### src/rtl/wdt_guard_pkg.sv
package wdt_guard_pkg;

    localparam int REG_W    = 8;
    localparam int UNLK_BIT = 4;
    localparam int ENA_BIT  = 3;
    localparam int SEL_LO   = 0;
    localparam logic [1:0] SAFETY_LOCKED = 2'd2;

    typedef enum logic {
        WIN_SHUT,
        WIN_OPEN
    } win_state_t;

    typedef enum logic [1:0] {
        WD_OFF,
        WD_RUN,
        WD_FIRE
    } wd_state_t;

endpackage

### src/rtl/wdt_unlock.sv
module wdt_unlock #(
    parameter int WIN_CYCLES = 4
) (
    input  logic clk,
    input  logic rst_n,
    input  logic arm,
    output logic open
);
    import wdt_guard_pkg::*;

    localparam int WC_W = $clog2(WIN_CYCLES + 1);

    win_state_t        state_q, state_d;
    logic [WC_W-1:0]   left_q, left_d;

    always_ff @(posedge clk) begin
        if (!rst_n) begin
            state_q <= WIN_SHUT;
            left_q  <= '0;
        end else begin
            state_q <= state_d;
            left_q  <= left_d;
        end
    end

    always_comb begin
        state_d = state_q;
        left_d  = left_q;
        if (arm) begin
            state_d = WIN_OPEN;
            left_d  = WC_W'(WIN_CYCLES);
        end else begin
            unique case (state_q)
                WIN_SHUT: begin
                    left_d = '0;
                end
                WIN_OPEN: begin
                    if (left_q <= WC_W'(1)) begin
                        state_d = WIN_SHUT;
                        left_d  = '0;
                    end else begin
                        left_d = left_q - WC_W'(1);
                    end
                end
                default: begin
                    state_d = WIN_SHUT;
                    left_d  = '0;
                end
            endcase
        end
    end

    assign open = (state_q == WIN_OPEN);

endmodule

### src/rtl/wdt_ctrl_reg.sv
module wdt_ctrl_reg #(
    parameter int SEL_W = 3
) (
    input  logic             clk,
    input  logic             rst_n,
    input  logic             we,
    input  logic             wr_ena,
    input  logic [SEL_W-1:0] wr_sel,
    input  logic             win_open,
    input  logic             no_disable,
    output logic             ena,
    output logic [SEL_W-1:0] sel
);

    logic             ena_d;
    logic [SEL_W-1:0] sel_d;

    always_comb begin
        ena_d = ena;
        sel_d = sel;
        if (we) begin
            if (wr_ena) begin
                ena_d = 1'b1;
            end else if (win_open && !no_disable) begin
                ena_d = 1'b0;
            end
            if (win_open) begin
                sel_d = wr_sel;
            end
        end
    end

    always_ff @(posedge clk) begin
        if (!rst_n) begin
            ena <= 1'b0;
            sel <= '0;
        end else begin
            ena <= ena_d;
            sel <= sel_d;
        end
    end

endmodule

### src/rtl/wdt_timeout.sv
module wdt_timeout #(
    parameter int BASE_CYCLES = 16384,
    parameter int SEL_W       = 3
) (
    input  logic             clk,
    input  logic             rst_n,
    input  logic             ena,
    input  logic             clr,
    input  logic             tick,
    input  logic [SEL_W-1:0] sel,
    output logic             fire
);
    import wdt_guard_pkg::*;

    localparam int CNT_W = $clog2(BASE_CYCLES) + (1 << SEL_W);

    wd_state_t        state_q, state_d;
    logic [CNT_W-1:0] cnt_q, cnt_d;
    logic [CNT_W-1:0] limit;
    logic             counting;
    logic             hit;

    assign limit    = CNT_W'(BASE_CYCLES) << sel;
    assign counting = ena && !clr && (state_q != WD_FIRE);
    assign hit      = tick && (cnt_q == limit - CNT_W'(1));

    always_ff @(posedge clk) begin
        if (!rst_n) begin
            state_q <= WD_OFF;
            cnt_q   <= '0;
        end else begin
            state_q <= state_d;
            cnt_q   <= cnt_d;
        end
    end

    always_comb begin
        state_d = state_q;
        unique case (state_q)
            WD_OFF:  state_d = ena ? WD_RUN : WD_OFF;
            WD_RUN:  state_d = ena ? WD_RUN : WD_OFF;
            WD_FIRE: state_d = ena ? WD_RUN : WD_OFF;
            default: state_d = WD_OFF;
        endcase
        if (counting && hit) begin
            state_d = WD_FIRE;
        end

        if (!counting) begin
            cnt_d = '0;
        end else if (tick) begin
            cnt_d = hit ? '0 : cnt_q + CNT_W'(1);
        end else begin
            cnt_d = cnt_q;
        end
    end

    assign fire = (state_q == WD_FIRE);

endmodule

### src/rtl/wdt_guard.sv
module wdt_guard #(
    parameter int BASE_CYCLES = 16384,
    parameter int SEL_W       = 3,
    parameter int WIN_CYCLES  = 4
) (
    input  logic       clk,
    input  logic       rst_n,
    input  logic       reg_we,
    input  logic [7:0] reg_wdata,
    output logic [7:0] reg_rdata,
    input  logic       kick,
    input  logic       osc_tick,
    input  logic [1:0] safety_level,
    output logic       rst_req
);
    import wdt_guard_pkg::*;

    logic             win_open;
    logic             ena;
    logic [SEL_W-1:0] sel;
    logic             arm;
    logic             clr;

    assign arm = reg_we && reg_wdata[UNLK_BIT];
    assign clr = kick || reg_we;

    wdt_unlock #(
        .WIN_CYCLES (WIN_CYCLES)
    ) u_unlock (
        .clk   (clk),
        .rst_n (rst_n),
        .arm   (arm),
        .open  (win_open)
    );

    wdt_ctrl_reg #(
        .SEL_W (SEL_W)
    ) u_reg (
        .clk        (clk),
        .rst_n      (rst_n),
        .we         (reg_we),
        .wr_ena     (reg_wdata[ENA_BIT]),
        .wr_sel     (reg_wdata[SEL_LO +: SEL_W]),
        .win_open   (win_open),
        .no_disable (safety_level == SAFETY_LOCKED),
        .ena        (ena),
        .sel        (sel)
    );

    wdt_timeout #(
        .BASE_CYCLES (BASE_CYCLES),
        .SEL_W       (SEL_W)
    ) u_tmo (
        .clk   (clk),
        .rst_n (rst_n),
        .ena   (ena),
        .clr   (clr),
        .tick  (osc_tick),
        .sel   (sel),
        .fire  (rst_req)
    );

    always_comb begin
        reg_rdata                    = '0;
        reg_rdata[UNLK_BIT]          = win_open;
        reg_rdata[ENA_BIT]           = ena;
        reg_rdata[SEL_LO +: SEL_W]   = sel;
    end

endmodule

### config.mk
export PLATFORM = sky130hd
export DESIGN_NAME = wdt_guard
export DESIGN_NICKNAME = d
export VERILOG_FILES = /design/src/rtl/wdt_guard_pkg.sv /design/src/rtl/wdt_unlock.sv /design/src/rtl/wdt_ctrl_reg.sv /design/src/rtl/wdt_timeout.sv /design/src/rtl/wdt_guard.sv
export SDC_FILE = /design/constraint.sdc
export NUM_CORES = 1
export LEC_CHECK = 0
export BUFFER_PORTS_ARGS = -buffer_cell sky130_fd_sc_hd__buf_2
export CAP_MARGIN = 25
export CORE_MARGIN = 4
export CORE_UTILIZATION = 45
export DETAILED_ROUTE_END_ITERATION = 7
export GPL_TIMING_DRIVEN = 0
export PLACE_DENSITY = 0.72
export SLEW_MARGIN = 20
export SYNTH_ARGS = -nofsm -noshare
export SYNTH_HDL_FRONTEND = slang
export SYNTH_SLANG_ARGS = --single-unit
### constraint.sdc
create_clock -name clk -period 3.7 [get_ports clk]
set_input_delay 0.37 -clock clk [delete_from_list [all_inputs] [get_ports clk]]
set_output_delay 0.37 -clock clk [all_outputs]
set_load 0.01 [all_outputs]
==> impl_metrics.toml <==
[yosys]
ys.flop_type = "dfxtp_1"
syn_area_um2 = 1680
postSynthAreaPerCell_um2 = 8.58
synth_edf_count = 0
ys_seq_area_frac = 0.381
async_flop_share = 0
netlist-cell-type-count = 43
yosysWarnings = 0
syn_inst = 196
synth_seq_cells = 32

[place]
io_buffers = 16
dp_cells = 260
hpwl_mm = 2.30
gp_congestion = 0.742
place_ws_ps = 1320

[power]
power_switching_mw = 0.138
p_leak_nw = 0.650
power.share.clock = 0.412
p_per_area_nw_per_um2 = 342
ir_worst_vdd_mv = 0.198
p_int_mw = 0.517
finalPower_mw = 0.655
pwr-share-seq = 0.535
combPwrFrac = 0.053
p_sw_frac = 0.211

[setup_path]
startpoint = "u_reg.sel[2]"
end_kind = "flop"
required_ps = 3840
crit_arrival_ps = 2420
r2r_start = "u_reg.sel[2]"
crit_fanout = 10
reg2reg_depth = 7
crit_type = "flop to flop"
cp-start-kind = "flop"

[grt]
grt.total_usage = 0.144
grt_pass1_wl_mm = 5.62
first_global_vias = 1245
grt.overflow.total = 0
grt_max_degree = 11
antenna_found_initial = 0

[final_layout]
drive_gt1_frac = 0.180
final_cells = 268
synthToLayoutAreaGrowth_pct = 14.0
antenna_cells = 0
nets = 239
final_util = 0.553

[route]
via_per_inst = 5.17
drc = 0
drt-initial-drc-count = 115
final_antenna_net_count = 0
vias = 1385
dr.pass1.iters = 5
finalWirelength_mm = 3.20
wl_per_cell_um = 11.9

[timing]
setup_tns_ps = 0
worst_pin_slew_ps = 553
setup_slack_ps = 1420
fin_crit_sh = 0.615
drv_slew = 0
maxSlewHeadroom = 0.630
finalHoldViolCount = 0
fmaxAchievable_ghz = 0.439
rsz0062_at_grt = "no"
setup_violations = 0
worst_clock_skew_ps = 7.10
post-route-min-period_ps = 2280

[cts]
cts_tree = "built"
post_cts_buffers = 0
cts_buffer_depth = 2
cts_made_buffers = 5
clk_pin_slew_worst_paths_ps = 70
cts_root_buffer = "clkbuf_8"
htreeDepth = 2
clkSinkCount = 32
ctsResizeCount = 0
clk_latency_ps = 280
holdBufCountCts = 0

[status]
outcome = "finished clean"

[hold_path]
hold_depth = 3
hp-class = "input pin to flop"
worstHoldStart = "reg_wdata[3]"

[floorplan]
io_pins = 24
die_w_um = 69.1
initial_utilization = 0.485
num_rows = 21
design.die.area_um2 = 4780
dieHeight_um = 69.1
core_area_um2 = 3470

[flow_run]
max_cap_violations = 0
==> final cells by class <==
type | count | area, um^2
tap | 46 | 57.6
fill | 371 | 1550
multi-input combinational | 145 | 935
buffer | 15 | 91.3
clock buffer | 8 | 90.1
inverter | 6 | 22.5
timing repair buffer | 16 | 80.1
sequential | 32 | 641
==> power groups by stage <==
stage                     Sequential [mW]  Combinational (mW)  Clock [mW]
after floorplan                     0.358              0.0227           0
after global placement              0.358              0.0341           0
after detailed placement            0.358              0.0348           0
after CTS                           0.350              0.0349       0.283
after global routing                0.351              0.0387       0.297
final                               0.351              0.0348       0.270
==> registers in the layout (all words and copies together), names as in the netlist <==
name             cells
u_unlock.left_q      3
u_tmo.state_q        2
u_reg.ena            1
u_tmo.cnt_q         22
u_unlock.open        1
u_reg.sel            3
==> synthesized netlist by cell type (all sizes together), types with 5 or more instances <==
library cell,n,share of area
a21boi,6,0.027
buf,8,0.039
clkbuf,7,0.016
dfxtp,32,0.38
inv,6,0.013
nand2,19,0.042
nand3,14,0.049
nor2,8,0.018
nor3,28,0.083
xnor2,16,0.083
xor2,5,0.026
==> placed cells by master, fill, tap and decap left out, types with 2 or more instances in the layout <==
master / count
nor3b_1: 2
nand3_1: 13
xor2_1: 5
or3b_2: 3
buf_2: 17
conb_1: 3
a31oi_1: 2
inv_1: 6
buf_4: 5
or4_1: 2
clkbuf_8: 6
nor2_1: 8
nor3_1: 28
ha_1: 3
nor4_1: 3
a21boi_0: 6
nor2b_1: 4
nand2_1: 19
a21oi_1: 2
dfxtp_1: 32
o21ai_0: 4
buf_6: 2
xnor2_1: 16
o22ai_1: 2
and3_1: 2
clkbuf_1: 9
==> metal layers <==
layer / GRT usage / wire length (um)
met3: 0.0436 / 100
met1: 0.188 / 1540
met4: 0.0672 / 74
met5: 0 / 0
met2: 0.215 / 1490
==> worst max-delay path, cell delays in order, from the launching register on <==
cell	delay (ps)
dfxtp_1	320
buf_6	130
or4_1	510
o22ai_1	200
o221ai_2	170
nor4b_4	520
buf_6	230
nor3_1	60
==> metrics by stage <==
stage / hold WS, ps / cell area (um^2)
floorplan: 429 / 1690
global placement: 447 / 1830
detailed placement: 453 / 1830
CTS: 331 / 1920
global route: 352 / 1920
finish: 332 / 1920
==> path summary, 6_finish.rpt <==
check                                           to  slack, ps
worst max register to register     u_tmo.cnt_q[19]       1420
worst max-delay path               u_tmo.cnt_q[19]       1420
worst min-delay path                     u_reg.ena        330
worst min register to register  u_unlock.left_q[0]        470
==> cell families (layout without fill, tap and decap cells) <==
logic type | count (synthesis) | in the layout | synth area share
buffers and inverters | 21 | 45 | 0.0677
AO/OA/AOI/OAI | 23 | 23 | 0.0990
adder cells (fa/ha/maj) | 3 | 3 | 0.0223
other | 1 | 3 | 0.00223
XOR/XNOR | 21 | 21 | 0.109
flip-flops | 32 | 32 | 0.381
AND/OR/NAND/NOR | 95 | 95 | 0.318
Power figures use the tool's default switching activity.
